**config.mk**
```make
export PLATFORM = sky130hd
export DESIGN_NAME = cfg_spi_slave
export DESIGN_NICKNAME = d
export VERILOG_FILES = /design/src/rtl/cfg_spi_pkg.sv /design/src/rtl/cfg_spi_rx.sv /design/src/rtl/cfg_spi_ctrl.sv /design/src/rtl/cfg_spi_tx.sv /design/src/rtl/cfg_spi_slave.sv
export SDC_FILE = /design/constraint.sdc
export NUM_CORES = 1
export LEC_CHECK = 0
export CAP_MARGIN = 20
export CORE_UTILIZATION = 30
export CTS_BUF_LIST = sky130_fd_sc_hd__clkbuf_8 sky130_fd_sc_hd__clkbuf_16
export DETAILED_ROUTE_END_ITERATION = 16
export HOLD_SLACK_MARGIN = 0.02
export PLACE_DENSITY = 0.58
export SYNTH_ARGS = -nofsm -noshare
export SYNTH_HDL_FRONTEND = slang
export SYNTH_SLANG_ARGS = --single-unit
```
**constraint.sdc**
```tcl
create_clock -name clk -period 1.9 [get_ports clk]
set_input_delay 0.475 -clock clk [delete_from_list [all_inputs] [get_ports clk]]
set_output_delay 0.475 -clock clk [all_outputs]
set_load 0.01 [all_outputs]
```
**src/rtl/cfg_spi_pkg.sv**
```systemverilog
package cfg_spi_pkg;
  localparam int BYTE_W = 8;
  localparam int CNT_W  = 3;

  typedef enum logic [1:0] {
    PH_CMD,
    PH_ADDR,
    PH_DATA,
    PH_SKIP
  } phase_e;
endpackage

```
**src/rtl/cfg_spi_rx.sv**
```systemverilog
module cfg_spi_rx
  import cfg_spi_pkg::*;
(
  input  logic              clk,
  input  logic              rst_n,
  input  logic              sck,
  input  logic              csb,
  input  logic              mosi,
  output logic              sck_fall,
  output logic              byte_done,
  output logic [BYTE_W-1:0] byte_val,
  output logic [2:0]        bit_cnt
);
  logic              sck_d;
  logic              sck_rise;
  logic [BYTE_W-2:0] shreg;

  assign sck_rise  = sck & ~sck_d & ~csb;
  assign sck_fall  = ~sck & sck_d & ~csb;
  assign byte_done = sck_rise && (bit_cnt == 3'd7);
  assign byte_val  = {shreg, mosi};

  always_ff @(posedge clk) begin
    if (!rst_n) begin
      sck_d   <= 1'b0;
      shreg   <= '0;
      bit_cnt <= '0;
    end else begin
      sck_d <= sck;
      if (csb) begin
        shreg   <= '0;
        bit_cnt <= '0;
      end else if (sck_rise) begin
        shreg   <= {shreg[BYTE_W-3:0], mosi};
        bit_cnt <= bit_cnt + 3'd1;
      end
    end
  end
endmodule

```
**src/rtl/cfg_spi_ctrl.sv**
```systemverilog
module cfg_spi_ctrl
  import cfg_spi_pkg::*;
#(
  parameter int ADDR_W = 7
) (
  input  logic              clk,
  input  logic              rst_n,
  input  logic              csb,
  input  logic              byte_done,
  input  logic [BYTE_W-1:0] byte_val,
  output logic              reg_we,
  output logic [ADDR_W-1:0] reg_addr,
  output logic [BYTE_W-1:0] reg_wdata,
  output logic              load_req
);
  localparam int CW1 = CNT_W + 1;

  phase_e             phase;
  logic [1:0]         mode;
  logic [CNT_W-1:0]   nlim;
  logic [CNT_W-1:0]   dcnt;
  logic [ADDR_W-1:0]  addr;
  logic [BYTE_W-1:0]  wdata;
  logic               wr_pend, adv_pend, ld_pend, ld_after;
  logic               cur_active, nxt_active;

  // byte i is live when no limit is set or i is below the limit
  assign cur_active = (nlim == '0) || (dcnt < nlim);
  assign nxt_active = (nlim == '0) ||
                      ((CW1'(dcnt) + CW1'(1)) < CW1'(nlim));

  always_ff @(posedge clk) begin
    if (!rst_n) begin
      phase    <= PH_CMD;
      mode     <= '0;
      nlim     <= '0;
      dcnt     <= '0;
      addr     <= '0;
      wdata    <= '0;
      wr_pend  <= 1'b0;
      adv_pend <= 1'b0;
      ld_pend  <= 1'b0;
      ld_after <= 1'b0;
    end else begin
      wr_pend  <= 1'b0;
      adv_pend <= 1'b0;
      ld_pend  <= 1'b0;
      if (adv_pend) begin
        addr    <= addr + 1'b1;
        ld_pend <= ld_after;
      end
      if (csb) begin
        phase <= PH_CMD;
        mode  <= '0;
        nlim  <= '0;
        dcnt  <= '0;
      end else if (byte_done) begin
        unique case (phase)
          PH_CMD: begin
            mode  <= byte_val[7:6];
            nlim  <= byte_val[5:3];
            phase <= (byte_val[7:6] == 2'b00) ? PH_SKIP : PH_ADDR;
          end
          PH_ADDR: begin
            addr    <= byte_val[ADDR_W-1:0];
            ld_pend <= mode[0];
            phase   <= PH_DATA;
          end
          PH_DATA: begin
            wdata    <= byte_val;
            wr_pend  <= mode[1] & cur_active;
            adv_pend <= 1'b1;
            ld_after <= mode[0] & nxt_active;
            if (dcnt != '1) dcnt <= dcnt + 1'b1;
          end
          default: ;
        endcase
      end
    end
  end

  assign reg_we    = wr_pend;
  assign reg_addr  = addr;
  assign reg_wdata = wdata;
  assign load_req  = ld_pend & ~csb;
endmodule

```
**src/rtl/cfg_spi_tx.sv**
```systemverilog
module cfg_spi_tx
  import cfg_spi_pkg::*;
(
  input  logic              clk,
  input  logic              rst_n,
  input  logic              csb,
  input  logic              sck_fall,
  input  logic              load,
  input  logic [BYTE_W-1:0] load_val,
  output logic              miso
);
  logic [BYTE_W-1:0] txreg;

  always_ff @(posedge clk) begin
    if (!rst_n) begin
      txreg <= '0;
      miso  <= 1'b0;
    end else if (csb) begin
      txreg <= '0;
      miso  <= 1'b0;
    end else if (load) begin
      txreg <= load_val;
    end else if (sck_fall) begin
      miso  <= txreg[BYTE_W-1];
      txreg <= {txreg[BYTE_W-2:0], 1'b0};
    end
  end
endmodule

```
**src/rtl/cfg_spi_slave.sv**
```systemverilog
module cfg_spi_slave
  import cfg_spi_pkg::*;
#(
  parameter int ADDR_W = 7
) (
  input  logic              clk,
  input  logic              rst_n,
  input  logic              sck,
  input  logic              csb,
  input  logic              mosi,
  output logic              miso,
  output logic              reg_we,
  output logic [ADDR_W-1:0] reg_addr,
  output logic [7:0]        reg_wdata,
  input  logic [7:0]        reg_rdata
);
  logic              sck_fall;
  logic              byte_done;
  logic [BYTE_W-1:0] byte_val;
  logic [2:0]        bit_cnt;
  logic              load_req;

  cfg_spi_rx u_rx (
    .clk(clk), .rst_n(rst_n), .sck(sck), .csb(csb), .mosi(mosi),
    .sck_fall(sck_fall), .byte_done(byte_done), .byte_val(byte_val),
    .bit_cnt(bit_cnt)
  );

  cfg_spi_ctrl #(.ADDR_W(ADDR_W)) u_ctrl (
    .clk(clk), .rst_n(rst_n), .csb(csb), .byte_done(byte_done),
    .byte_val(byte_val), .reg_we(reg_we), .reg_addr(reg_addr),
    .reg_wdata(reg_wdata), .load_req(load_req)
  );

  cfg_spi_tx u_tx (
    .clk(clk), .rst_n(rst_n), .csb(csb), .sck_fall(sck_fall),
    .load(load_req), .load_val(reg_rdata), .miso(miso)
  );
endmodule

```
# After elaboration in Yosys (flattened, before gate mapping)

Index checks and enable logic that the tools add are counted.
Widths: inputs -> output; s select.

Add/subtract/negate cells: 4
$lt $le $gt $ge: 2
Equality and inequality tests: 4
Mux-type cells: 13
Bitwise gates (word level): 14
Reductions and logical operators: 16

Operators by type and width:

| operator            | number |
|---|---|
| $mux 7              | 4 |
| $mux 8              | 2 |
| $add 7x1->7 const B | 1 |
| $and 1x1->1         | 7 |
| $not 1->1           | 7 |
| $add 3x1->3 const B | 2 |
| $reduce_and 2->1    | 3 |
| $reduce_and 3->1    | 2 |
| $mux 1              | 5 |
| $add 3x1->4 const B | 1 |
| $logic_not 2->1     | 2 |
| $lt 4x3->1          | 1 |
| $pmux 2 s2          | 1 |
| $reduce_bool 2->1   | 2 |
| $reduce_or 4->1     | 1 |
| $eq 3x3->1 const B  | 1 |
| $logic_not 3->1     | 1 |
| $lt 3x3->1          | 1 |
| $ne 3x3->1 const B  | 1 |
| $reduce_or 3->1     | 1 |
| $eq 2x1->1 const B  | 1 |
| $eq 2x2->1 const B  | 1 |
| $logic_or 1x1->1    | 2 |
| $mux 2              | 1 |
| 2 further kinds     | 2 |

Register bits after elaboration: 49
Word-level logic and storage cells: 68

# Logic depth before layout (Yosys ltp)

Gate-level depths: netlist of run 1.

Depth in word-level cells: 6
Depth in mapped cells: 7

# By module

Synthesis of run 1 repeated with hierarchy kept, for this count alone.

Cell total of the unflattened synthesis: 236
Area total of the unflattened synthesis: 2245.9 um^2

By module, submodules not included:

| module       | times used | cells each | area an instance (um^2) | sequential area each (um^2) |
|---|---|---|---|---|
| cfg_spi_ctrl | 1          | 144        | 1343.8                  | 580.6 |
| cfg_spi_rx   | 1          | 52         | 455.4                   | 220.2 |
| cfg_spi_tx   | 1          | 40         | 446.7                   | 180.2 |

# Least setup slack after synthesis of run 1

OpenSTA, ideal clock, no wires.

Kind: reg2reg
Start: register u_rx.bit_cnt[0]
End: register u_ctrl.mode[0]
Arrival: 1.460 ns
Required time: 1.783 ns
Setup slack: 0.323 ns
Cell stages (with the launch flop): 8
Buffers on the path: 1
Cell sequence: dfxtp_1 ha_1 ha_1 nand4bb_4 or3_1 buf_2 mux2i_1 nor2_1

Cells in the longest elaborated chain, start to end: 3

Ends and longest elaborated chain:

| element                           | line               | RTL |
|---|---|---|
| from (decl)                       | cfg_spi_rx.sv:12   | `output logic [2:0] bit_cnt` |
| from (signal assigned)            | cfg_spi_rx.sv:35   | `bit_cnt <= bit_cnt + 3'd1;` |
| $eq 3x3->1                        | cfg_spi_rx.sv:20   | `assign byte_done = sck_rise && (bit_cnt == 3'd7);` |
| $logic_and 1x1->1                 | cfg_spi_rx.sv:20   |  |
| $reduce_and 2->1 (no source line) | n/a                |  |
| to (signal assigned)              | cfg_spi_ctrl.sv:60 | `mode <= byte_val[7:6];` |
| to (decl)                         | cfg_spi_ctrl.sv:19 | `logic [1:0] mode;` |

Every way passes these cells.
A chain may end at the register's enable or synchronous reset.

# Worst setup path after layout of run 1

Start: register u_ctrl.addr[0], in the netlist u_ctrl.reg_addr[0]
End: output port reg_addr[0]

RTL lines:

| element                | line                | RTL |
|---|---|---|
| from (decl)            | cfg_spi_ctrl.sv:22  | `logic [ADDR_W-1:0] addr;` |
| from (signal assigned) | cfg_spi_ctrl.sv:49  | `addr <= addr + 1'b1;` |
| from (signal assigned) | cfg_spi_ctrl.sv:65  | `addr <= byte_val[ADDR_W-1:0];` |
| to (decl)              | cfg_spi_slave.sv:13 | `output logic [ADDR_W-1:0] reg_addr,` |

No word-level cell between the ends.

==> results of run 1 <==
## repair_timing
item	4_1_cts	5_1_grt
gates resized for setup	0	1
setup buffers	0	0
hold buffers	0	0
setup endpoints to repair	0	3
## cells in the mapped netlist, types with 2 or more instances
library cell and instances:
nand3_1 6, ha_1 9, o211a_1 3, nand4_1 2, o21ai_0 6, a31oi_1 2
dfxtp_1 49, a21boi_0 2, clkbuf_1 4, mux2i_1 23, nor2b_1 10, a211oi_1 8
a21oi_1 16, nand2_1 26, nor2_1 22, nand2b_1 5, xor2_1 3, inv_1 3
xnor2_1 6, buf_2 6
## through the flow
stage	std cells	total power, W	util (%)
4_1_cts	361	0.00174	39.7
3_5_place_dp	354	0.00116	38.6
6_report	361	0.00172	39.8
2_1_floorplan	227	0.00110	-
5_1_grt	361	0.00179	39.8
3_3_place_gp	354	0.00115	38.6
## sequential cells by signal (all words and copies together), names as in the netlist
register,flops
u_ctrl.reg_wdata,8
u_tx.txreg,8
u_ctrl.reg_addr,7
u_rx.shreg,7
u_ctrl.dcnt,3
u_ctrl.nlim,3
u_rx.bit_cnt,3
u_ctrl.mode,2
u_ctrl.phase,2
u_ctrl.adv_pend,1
u_ctrl.ld_after,1
u_ctrl.ld_pend,1
u_ctrl.reg_we,1
u_rx.sck_d,1
u_tx.miso,1
## routing by layer
metal | wire (um) | up-vias | track usage [%]
met4 | 40 | 0 | 4.02
met5 | 0 | - | 0
met3 | 150 | 5 | 2.75
li1 | - | 863 | -
met1 | 2130 | 750 | 17.4
met2 | 1810 | 30 | 18.9
## kinds of logic (layout without fill, tap and decap cells)
kind of cell,count (synthesis),count (layout),share of synthesized area [%]
flip-flops,49,49,45.1
buffers and inverters,15,53,3.45
adder cells (fa/ha/maj),9,9,5.18
AO/OA/AOI/OAI,41,41,12.0
XOR/XNOR,9,9,3.63
multiplexers,23,23,10.6
AND/OR/NAND/NOR,81,81,20.0
## final cells by class
cell class,instances,share of cell area [%]
sequential,49,35.7
inverter,3,0.410
clock inverter,2,0.456
multi-input combinational,163,40.8
timing repair buffer,43,15.8
clock buffer,5,2.51
tap,96,4.37
## power groups by stage
stage          clock [W]  sequential (W)  combinational [W]
2_1_floorplan          0         0.00106          0.0000437
3_3_place_gp           0         0.00106          0.0000949
3_5_place_dp           0         0.00106          0.0000959
4_1_cts         0.000610         0.00104          0.0000957
5_1_grt         0.000648         0.00104           0.000105
6_report        0.000585         0.00104          0.0000949
## path summary, 6_finish.rpt
path	from	end	slack [ps]	cells after the start
hold reg to reg	u_tx.txreg[7]$_SDFFE_PP0P_	u_tx.miso$_SDFFE_PP0P_	460	2
hold / removal	u_tx.txreg[7]$_SDFFE_PP0P_	u_tx.miso$_SDFFE_PP0P_	460	2
setup reg to reg	u_rx.bit_cnt[0]$_SDFFE_PP0P_	u_ctrl.nlim[2]$_SDFFE_PP0P_	170	6
setup / recovery	u_ctrl.reg_addr[0]$_SDFF_PN0_	reg_addr[0]	140	1
==> key figures, run 1 <==
Global routing
  – Vias in the first global route: between 1500 and 2000
  – GRT Total Usage: between 10% and 20%
  – First-pass GRT wire length: 7460 um
  – GRT overflow: 0
  – Largest net degree at the start of global routing: 27
  – Antenna violations before repair: 0

Pwr
  – Switching pwr: around 0.00038 W
  – Gate power share: 5.5%
  – Int Pwr: about 0.0013 W
  – Sequential share of power: 60.4%
  – VDD IR max: between 0.3 and 0.4 mV
  – PD cells: about 620 nW/um^2
  – Sw Ratio: 22.3%
  – Clock power frac: about a third
  – Pleak: approximately 1.0 nW

Routing
  – Remaining antenna violation count after routing: 0
  – DR DRC count: 0
  – Routed length per instance: 11.4 um
  – TritonRoute pass-1 iters: 4
  – Vias: between 1500 and 2000
  – First DRT Iteration DRCs: 66
  – DRT Wirelength: 4120 um
  – Avg Vias per Cell: ~4.6

Worst hold path
  – Kind of path behind the tightest hold check: reg2reg

Die
  – FP Rows: 30
  – Initial Util: between 30% and 40%
  – DIE AREA: about 7600 sq um
  – Die height: 87.1 um
  – Core area: around 6900 sq um
  – Die Width: roughly 87 um
  – Io pins: 30

Logic synthesis
  – Biggest area consumer among synthesized cells: dfxtp_1
  – Main synth FF type: dfxtp_1
  – Asr flop ratio synth: 0%
  – Synth cell types: 36
  – Post-synthesis instance total: 227
  – Synth top area share: 45.1%
  – Synth warnings: 0
  – Syn Nets: roughly 250
  – Number of synthesized register bits: just under 50
  – Sequential area share after synthesis: ~45%
  – Mapped cell area: around 2200 sq um
  – Top post-synthesis cells by area: dfxtp_1, mux2i_1, ha_1
  – Post-synth EDFFs: 0
  – Mean post-synth cell area: between 9 and 10 sq um

Placed design
  – PortBufs: 29
  – Dpl ws: -94.7 ps
  – Gp weighted congestion: between 0.6 and 0.7
  – Placed wire-length estimate: 3030 um
  – Post-DP Area: ~2700 sq um

Layout
  – Share of cells above drive strength 1: a little over a tenth
  – Commonest non-fill, non-tap cells in the layout: dfxtp_1, clkdlybuf4s50_1, nand2_1, mux2i_1, nor2_1
  – Synthesis-to-finish area growth: 26.4%
  – Most common cell after layout, fill and taps aside: dfxtp_1
  – Multi-input logic area: 1120 sq um
  – Reg area: about 980 sq um
  – Nets: roughly 290
  – Design area: roughly 2700 sq um
  – Fill cells: 729
  – Inserted Diodes: 0

Setup path
  – Slowest cell on crit path: clkdlybuf4s50_1
  – Crit-path max FO: 5
  – CP Cell Sequence: clkdlybuf4s50_1
  – Critical Path Sink Type: output port
  – WS Path Type: reg2out
  – Crit path arrival time: 1290 ps
  – Crit path required time: roughly 1400 ps
  – CP top delay family: buffers and inverters
  – Buf/Inv on CP: 1
  – Startpoint type of the worst setup path: register
  – CP peak stage delay: 570 ps

Job
  – Max-cap violation count: 0

Clock tree
  – CTS tree: yes
  – Num CTS Buffers: 5
  – CTS H-Tree Depth: 2
  – Bufs on Longest Clock Path: 2
  – CTS Sinks: just under 50
  – Cell at the root of the clock tree: clkbuf_8
  – CTS clk-pin slew, worst paths: 90 ps
  – Clk Latency, worst-skew pair: 290 ps

Timing
  – Final worst slack: 139 ps
  – Finish-stage setup viols: 0
  – Crit path time final: 1760 ps
  – Post-route setup TNS: 0 ps
  – Final hold viol count: 0
  – Rel. slew slack: about 78%
  – Final Max Slew Viols: 0
  – Tcrit/Tclk final: between 90% and 100%
  – Hold_ws: approximately 460 ps
  – Peak Freq: 568 MHz
  – Skew final: 5.95 ps
  – Worst Tran Pin Value: 334 ps
  – RSZ-0062 raised after global routing: false

Run status
  – Status: completed
No activity file was read; power rests on OpenSTA's default activity.
==> run 2, diff against run 1 <==
--- a/config.mk
+++ b/config.mk
@@ -6,11 +6,10 @@
 export NUM_CORES = 1
 export LEC_CHECK = 0
 export CAP_MARGIN = 20
-export CORE_UTILIZATION = 30
-export CTS_BUF_LIST = sky130_fd_sc_hd__clkbuf_8 sky130_fd_sc_hd__clkbuf_16
+export CORE_UTILIZATION = 54
 export DETAILED_ROUTE_END_ITERATION = 16
 export HOLD_SLACK_MARGIN = 0.02
-export PLACE_DENSITY = 0.58
+export PLACE_DENSITY = 0.88
 export SYNTH_ARGS = -nofsm -noshare
 export SYNTH_HDL_FRONTEND = slang
 export SYNTH_SLANG_ARGS = --single-unit
==> run 2 against run 1 <==
Count of clock-buffer cells in the layout rose by 1. Cell count fell by 13%. Sequential power barely moved. Via count rose by 1.6%. Design area fell by 1.5%. Non-clock buffer count fell by 1. Core utilization rose by 32 points. First-iteration DRC count fell by 47%. Combinational power rose by 1%. Wire length fell by 0.36%. Die area fell by 44%. Critical path depth rose by 6. Critical path type is now reg2reg.
==> key figures, run 2 (synthesized netlist as in run 1, its figures left out) <==
Clock tree
  – CTS tree: yes
  – Clk Latency, worst-skew pair: 300 ps (about the same)
  – Cell at the root of the clock tree: clkbuf_8
  – Num CTS Buffers: 5 (unchanged)
  – Bufs on Longest Clock Path: 2 (unchanged)
  – Post-CTS Hold Buffers: 0 (unchanged)
  – CTS H-Tree Depth: 2 (unchanged)
  – CTS clk-pin slew, worst paths: 90 ps (about the same)
  – CTS Sinks: 49 (unchanged)
  – Post_cts resized: 0 (unchanged)
  – Setup Fix Bufs, Post-CTS: 0 (unchanged)

Routing
  – TritonRoute pass-1 iters: 4 (unchanged)
  – Avg Vias per Cell: 5.35 (+17%)
  – First DRT Iteration DRCs: 35 (-47%)
  – DRT Wirelength: 4110 um (-0.36%)
  – Routed length per instance: 13.1 um (+15%)
  – Vias: 1675 (+1.6%)
  – DR DRC count: 0 (unchanged)
  – Remaining antenna violation count after routing: 0 (unchanged)

Global routing
  – Vias in the first global route: 1581 (unchanged)
  – Largest net degree at the start of global routing: 26 (-3.7%)
  – Antenna violations before repair: 0 (unchanged)
  – GRT Total Usage: 21.3% (+8.9 points)
  – First-pass GRT wire length: 7040 um (-5.6%)
  – GRT overflow: 0 (unchanged)

Layout
  – Final Instance Count excl. Fillers: 313 (-13%)
  – Nets: 286 (-0.35%)
  – Design area: 2700 sq um (-1.5%)
  – Inserted Diodes: 0 (unchanged)
  – Commonest non-fill, non-tap cells in the layout: dfxtp_1, clkdlybuf4s50_1, nand2_1, mux2i_1, nor2_1
  – Most common cell after layout, fill and taps aside: dfxtp_1
  – Share of cells above drive strength 1: 10.6% (unchanged)
  – Synthesis-to-finish area growth: 24.4%

Timing
  – Finish-stage setup viols: 0 (unchanged)
  – RSZ-0062 raised after global routing: false
  – Skew final: 6.86 ps (+0.903 ps)
  – Tcrit/Tclk final: 92.7% (about the same)
  – Peak Freq: 568 MHz (about the same)
  – Final hold viol count: 0 (unchanged)
  – Crit path time final: 1760 ps (+0.743 ps)
  – Worst Tran Pin Value: 340 ps (+5.94 ps)
  – Rel. slew slack: 77.3% (-0.40 points)
  – Final Max Slew Viols: 0 (unchanged)

Setup path
  – R2R Setup Slk: 140 ps (-30 ps)
  – Reg-to-reg endpoint: u_ctrl.ld_pend$_SDFF_PN0_
  – Crit path arrival time: 1970 ps (+680 ps)
  – Reg2reg path depth: 7 (+1)
  – Crit path required time: 2110 ps (+690 ps)
  – WS Path Type: reg2reg
  – R2r startpoint: u_rx.bit_cnt[0]$_SDFFE_PP0P_
  – Critical Path Sink Type: register
  – Startpoint type of the worst setup path: register
  – Crit-path max FO: 15 (+10)

Pwr
  – Switching pwr: 0.000394 W (+3.0%)
  – VDD IR max: 0.537 mV (+45%)
  – Sequential share of power: 58.4% (-2.0 points)
  – Gate power share: 5.4% (about the same)
  – Clock power frac: 36.2% (+2.1 points)
  – Total power: 0.00177 W (+3.4%)
  – PD cells: 656 nW/um^2 (+5.0%)
  – Int Pwr: 0.00138 W (+3.4%)
  – Sw Ratio: 22.2% (-0.071 points)
  – Pleak: 1.04 nW (+0.22%)

Die
  – DIE AREA: 4280 sq um (-44%)
  – Core area: 3770 sq um (-45%)
  – FP Rows: 22 (-27%)
  – Io pins: 30 (unchanged)
  – Die Width: 65.4 um (-25%)
  – Die height: 65.4 um (-25%)
  – Initial Util: 57.6% (+26 points)

Worst hold path
  – Hold EP: u_ctrl.reg_we$_SDFF_PP0_
  – Kind of path behind the tightest hold check: reg2reg
  – WHS Path Cells: 1 (-1)
  – HP Start: u_ctrl.mode[1]$_SDFFE_PP0P_

Job
  – Max-cap violation count: 0 (unchanged)

Placed design
  – Placed wire-length estimate: 3020 um (about the same)
  – Post-DP Area: 2610 sq um (-2.1%)
  – Gp weighted congestion: 0.758 (+9.2%)
  – PortBufs: 29 (unchanged)
  – Placed insts: 305 (-14%)

Run status
  – Status: completed
-- run 2: power groups by stage --
stage / Combinational, W / Clock (W) / Sequential, W
global route: 0.000103 / 0.000693 / 0.00104
global placement: 0.0000936 / 0 / 0.00106
CTS: 0.0000965 / 0.000654 / 0.00104
floorplan: 0.0000437 / 0 / 0.00106
detailed placement: 0.0000964 / 0 / 0.00106
finish: 0.0000963 / 0.000642 / 0.00104
-- run 2: area by class of cell --
class	count	area (sq um)
Sequential cell	49	981
Fill cell	292	1070
Multi-Input combinational cell	163	1120
Timing Repair Buffer	42	438
Clock inverter	2	13.8
Clock buffer	6	82.6
Tap cell	48	60.1
Inverter	3	11.3
-- run 2: worst max path at each step --
| stage | from | end | slack (ps) |
|---|---|---|---|
| 2_1_floorplan | u_rx.bit_cnt[0]$_SDFFE_PP0P_ | u_ctrl.mode[0]$_SDFFE_PP0P_ | 320 |
| 3_3_place_gp | sck | u_ctrl.nlim[1]$_SDFFE_PP0P_ | -50 |
| 3_5_place_dp | sck | u_tx.txreg[4]$_SDFFE_PP0P_ | -100 |
| 4_1_cts | u_ctrl.reg_addr[0]$_SDFF_PN0_ | reg_addr[0] | 120 |
| 5_1_grt | u_rx.bit_cnt[0]$_SDFFE_PP0P_ | u_ctrl.mode[0]$_SDFFE_PP0P_ | 10 |
| 6_report | u_rx.bit_cnt[0]$_SDFFE_PP0P_ | u_ctrl.ld_pend$_SDFF_PN0_ | 140 |
-- run 2: through the flow --
stage               hold slack [ps]  util, %  TNS [ps]  setup slack [ps]
floorplan                       427        -         0               323
global placement                446     69.1      -647             -53.9
detailed placement              451     69.1     -1380             -98.9
CTS                             462     71.7         0               125
global route                    476     71.7         0              10.4
finish                          460     71.7         0               138
-- run 2: critical path: stages (launching register included) --
cell      delay [ps]
dfxtp_1          340
ha_1             200
ha_1             250
and4bb_2         300
nand2_1          110
buf_12           140
nand3_1           80
a21boi_0         260
-- run 2: metal layers --
layer	GRT usage (%)	up-vias	share of wire, %
li1	-	863	-
met1	26.8	783	49
met2	36.3	23	47
met3	4.69	6	2.5
met4	5.71	0	1.2
met5	0	-	0
==> run 3, diff against run 2 <==
--- a/config.mk
+++ b/config.mk
@@ -8,6 +8,7 @@
 export CAP_MARGIN = 20
 export CORE_UTILIZATION = 54
 export DETAILED_ROUTE_END_ITERATION = 16
+export GPL_TIMING_DRIVEN = 0
 export HOLD_SLACK_MARGIN = 0.02
 export PLACE_DENSITY = 0.88
 export SYNTH_ARGS = -nofsm -noshare
==> run 3 against run 2 <==
Clock skew increased by 1.4 ps. Register-to-register slack got worse by 30 ps. Via count increased by 1.3%. Fmax decreased by 1.7%. Design area decreased by 2.2%. Power increased by 7.0%. Combinational power decreased by 10%. Clock power increased by 21%. Wire length increased by 3.4%. First-iteration DRC count increased by 130%. Critical path type unchanged. Largest power group unchanged. Highest routed layer unchanged.
==> key figures, run 3 (synthesized netlist as in run 1, its figures left out) <==
Layout
  – Reg area: 981 sq um (unchanged)
  – Nets: 285 (-0.35%)
  – Most common cell after layout, fill and taps aside: dfxtp_1
  – Share of cells above drive strength 1: 9.09% (-1.5 points)
  – Inserted Diodes: 0 (unchanged)
  – Commonest non-fill, non-tap cells in the layout: dfxtp_1, clkdlybuf4s50_1, nand2_1, mux2i_1, nor2_1
  – Fill cells: 291 (-0.34%)
  – Layout Utilization: 70.1% (-1.6 points)
  – Synthesis-to-finish area growth: 21.7%
  – Multi-input logic area: 1120 sq um (unchanged)

Die
  – Core area: 3770 sq um (unchanged)
  – Die Width: 65.4 um (unchanged)
  – DIE AREA: 4280 sq um (unchanged)
  – FP Rows: 22 (unchanged)
  – Initial Util: 57.6% (unchanged)
  – Io pins: 30 (unchanged)
  – Die height: 65.4 um (unchanged)

Pwr
  – Clock power frac: 40.9% (+4.7 points)
  – Sequential share of power: 54.6% (-3.8 points)
  – Gate power share: 4.6% (-0.8 points)
  – Switching pwr: 0.000397 W (+0.74%)
  – Total power: 0.00190 W (+7.0%)
  – Sw Ratio: 20.9% (-1.3 points)
  – VDD IR max: 0.466 mV (-13%)
  – PD cells: 718 nW/um^2 (+9.4%)
  – Pleak: 1.00 nW (-3.3%)
  – Int Pwr: 0.00150 W (+8.9%)

Placed design
  – Dpl ws: -206 ps (-107 ps)
  – Gp weighted congestion: 0.783 (+3.2%)
  – PortBufs: 29 (unchanged)
  – Placed wire-length estimate: 2950 um (-2.4%)

Timing
  – Skew final: 8.23 ps (+1.38 ps)
  – Peak Freq: 558 MHz (-1.7%)
  – Worst Tran Pin Value: 487 ps (+148 ps)
  – RSZ-0062 raised after global routing: false
  – Final worst slack: 108 ps (-30.1 ps)
  – Final Max Slew Viols: 0 (unchanged)
  – Rel. slew slack: 67.5% (-9.8 points)
  – Hold_ws: 463 ps (+2.15 ps)
  – Final hold viol count: 0 (unchanged)
  – Tcrit/Tclk final: 94.3% (+1.6 points)
  – Finish-stage setup viols: 0 (unchanged)
  – Crit path time final: 1790 ps (+30.1 ps)

Setup path
  – Crit path required time: 2110 ps (about the same)
  – R2r startpoint: u_rx.bit_cnt[0]$_SDFFE_PP0P_
  – Crit path arrival time: 2000 ps (+30 ps)
  – Critical Path Sink Type: register
  – R2R Setup Slk: 110 ps (-30 ps)
  – Startpoint type of the worst setup path: register
  – Crit-path max FO: 10 (-5)
  – CP Launch Point: u_rx.bit_cnt[0]$_SDFFE_PP0P_
  – WS Path Type: reg2reg
  – Setup crit end: u_ctrl.reg_addr[2]$_SDFF_PN0_
  – Reg2reg path depth: 7 (unchanged)
  – Reg-to-reg endpoint: u_ctrl.reg_addr[2]$_SDFF_PN0_

Clock tree
  – Setup Fix Bufs, Post-CTS: 0 (unchanged)
  – CTS H-Tree Depth: 2 (unchanged)
  – CTS clk-pin slew, worst paths: 90 ps (about the same)
  – Cell at the root of the clock tree: clkbuf_8
  – Num CTS Buffers: 5 (unchanged)
  – Post_cts resized: 0 (unchanged)
  – Clk Latency, worst-skew pair: 310 ps (about the same)
  – Post-CTS Hold Buffers: 0 (unchanged)
  – CTS tree: yes
  – CTS Sinks: 49 (unchanged)
  – Bufs on Longest Clock Path: 2 (unchanged)

Routing
  – TritonRoute pass-1 iters: 4 (unchanged)
  – Remaining antenna violation count after routing: 0 (unchanged)
  – DR DRC count: 0 (unchanged)
  – First DRT Iteration DRCs: 79 (+130%)
  – Vias: 1697 (+1.3%)
  – Routed length per instance: 13.6 um (+3.7%)
  – DRT Wirelength: 4250 um (+3.4%)
  – Avg Vias per Cell: 5.44 (+1.6%)

Global routing
  – Antenna violations before repair: 0 (unchanged)
  – First-pass GRT wire length: 7200 um (+2.3%)
  – GRT Total Usage: 22.2% (+0.98 points)
  – Largest net degree at the start of global routing: 16 (-38%)
  – GRT overflow: 0 (unchanged)
  – Vias in the first global route: 1624 (+2.7%)

Worst hold path
  – Kind of path behind the tightest hold check: reg2reg
  – WHS Path Cells: 1 (unchanged)

Run status
  – Status: completed

Job
  – Max-cap violation count: 0 (unchanged)
[run 3: changes by cell type in the layout (fill, tap and decap cells not counted), sizes merged]
| cell | before | now |
|---|---|---|
| buf | 13 | 8 |
| bufinv | 0 | 1 |
| clkbuf | 6 | 10 |
| clkinv | 2 | 0 |
| clkinvlp | 0 | 1 |
[run 3: final cells by class]
type / count / area share, %
Buffer: 12 / 2.46
Clock buffer: 6 / 3.12
Clock inverter: 2 / 1.42
Inverter: 3 / 0.426
Tap cell: 48 / 2.27
Sequential cell: 49 / 37.1
Multi-Input combinational cell: 163 / 42.2
Timing Repair Buffer: 29 / 11.0
[run 3: worst min path at each step]
stage / start / endpoint
detailed placement: u_ctrl.mode[1]$_SDFFE_PP0P_ / u_ctrl.reg_we$_SDFF_PP0_
CTS: u_ctrl.mode[1]$_SDFFE_PP0P_ / u_ctrl.reg_we$_SDFF_PP0_
floorplan: u_ctrl.mode[1]$_SDFFE_PP0P_ / u_ctrl.reg_we$_SDFF_PP0_
global route: u_ctrl.mode[1]$_SDFFE_PP0P_ / u_ctrl.reg_we$_SDFF_PP0_
finish: u_ctrl.mode[1]$_SDFFE_PP0P_ / u_ctrl.reg_we$_SDFF_PP0_
global placement: u_tx.txreg[7]$_SDFFE_PP0P_ / u_tx.miso$_SDFFE_PP0P_
[run 3: power by group through the flow]
stage / logic (W) / clock network (W) / registers, W
floorplan: 0.0000437 / 0 / 0.00106
global placement: 0.0000841 / 0 / 0.00106
detailed placement: 0.0000851 / 0 / 0.00106
CTS: 0.0000860 / 0.000785 / 0.00104
global route: 0.0000944 / 0.000838 / 0.00104
finish: 0.0000867 / 0.000776 / 0.00104
[run 3: critical path: stages, from the launching register on]
cell and delay, ps:
dfxtp_1 330, ha_1 200, ha_1 240, and4bb_2 290, nand2_1 170, buf_2 240, nand2_1 80, o211a_1 130
[run 3: per-layer routing]
layer  global-route usage (%)  vias to the layer above  share of wire [%]  wire length, um
li1                         -                      854                  -                -
met1                     28.3                      781                 46             1950
met2                     35.8                       51                 49             2060
met3                     4.51                       11                3.9              166
met4                     10.6                        0                1.6               68
met5                        0                        -                  0                0
[run 3: stage by stage]
stage          std cells  setup TNS (ps)  cell area, sq um
2_1_floorplan        227               0              2170
3_3_place_gp         304           -3570              2520
3_5_place_dp         304           -4190              2520
4_1_cts              312               0              2640
5_1_grt              312               0              2650
6_report             312               0              2650
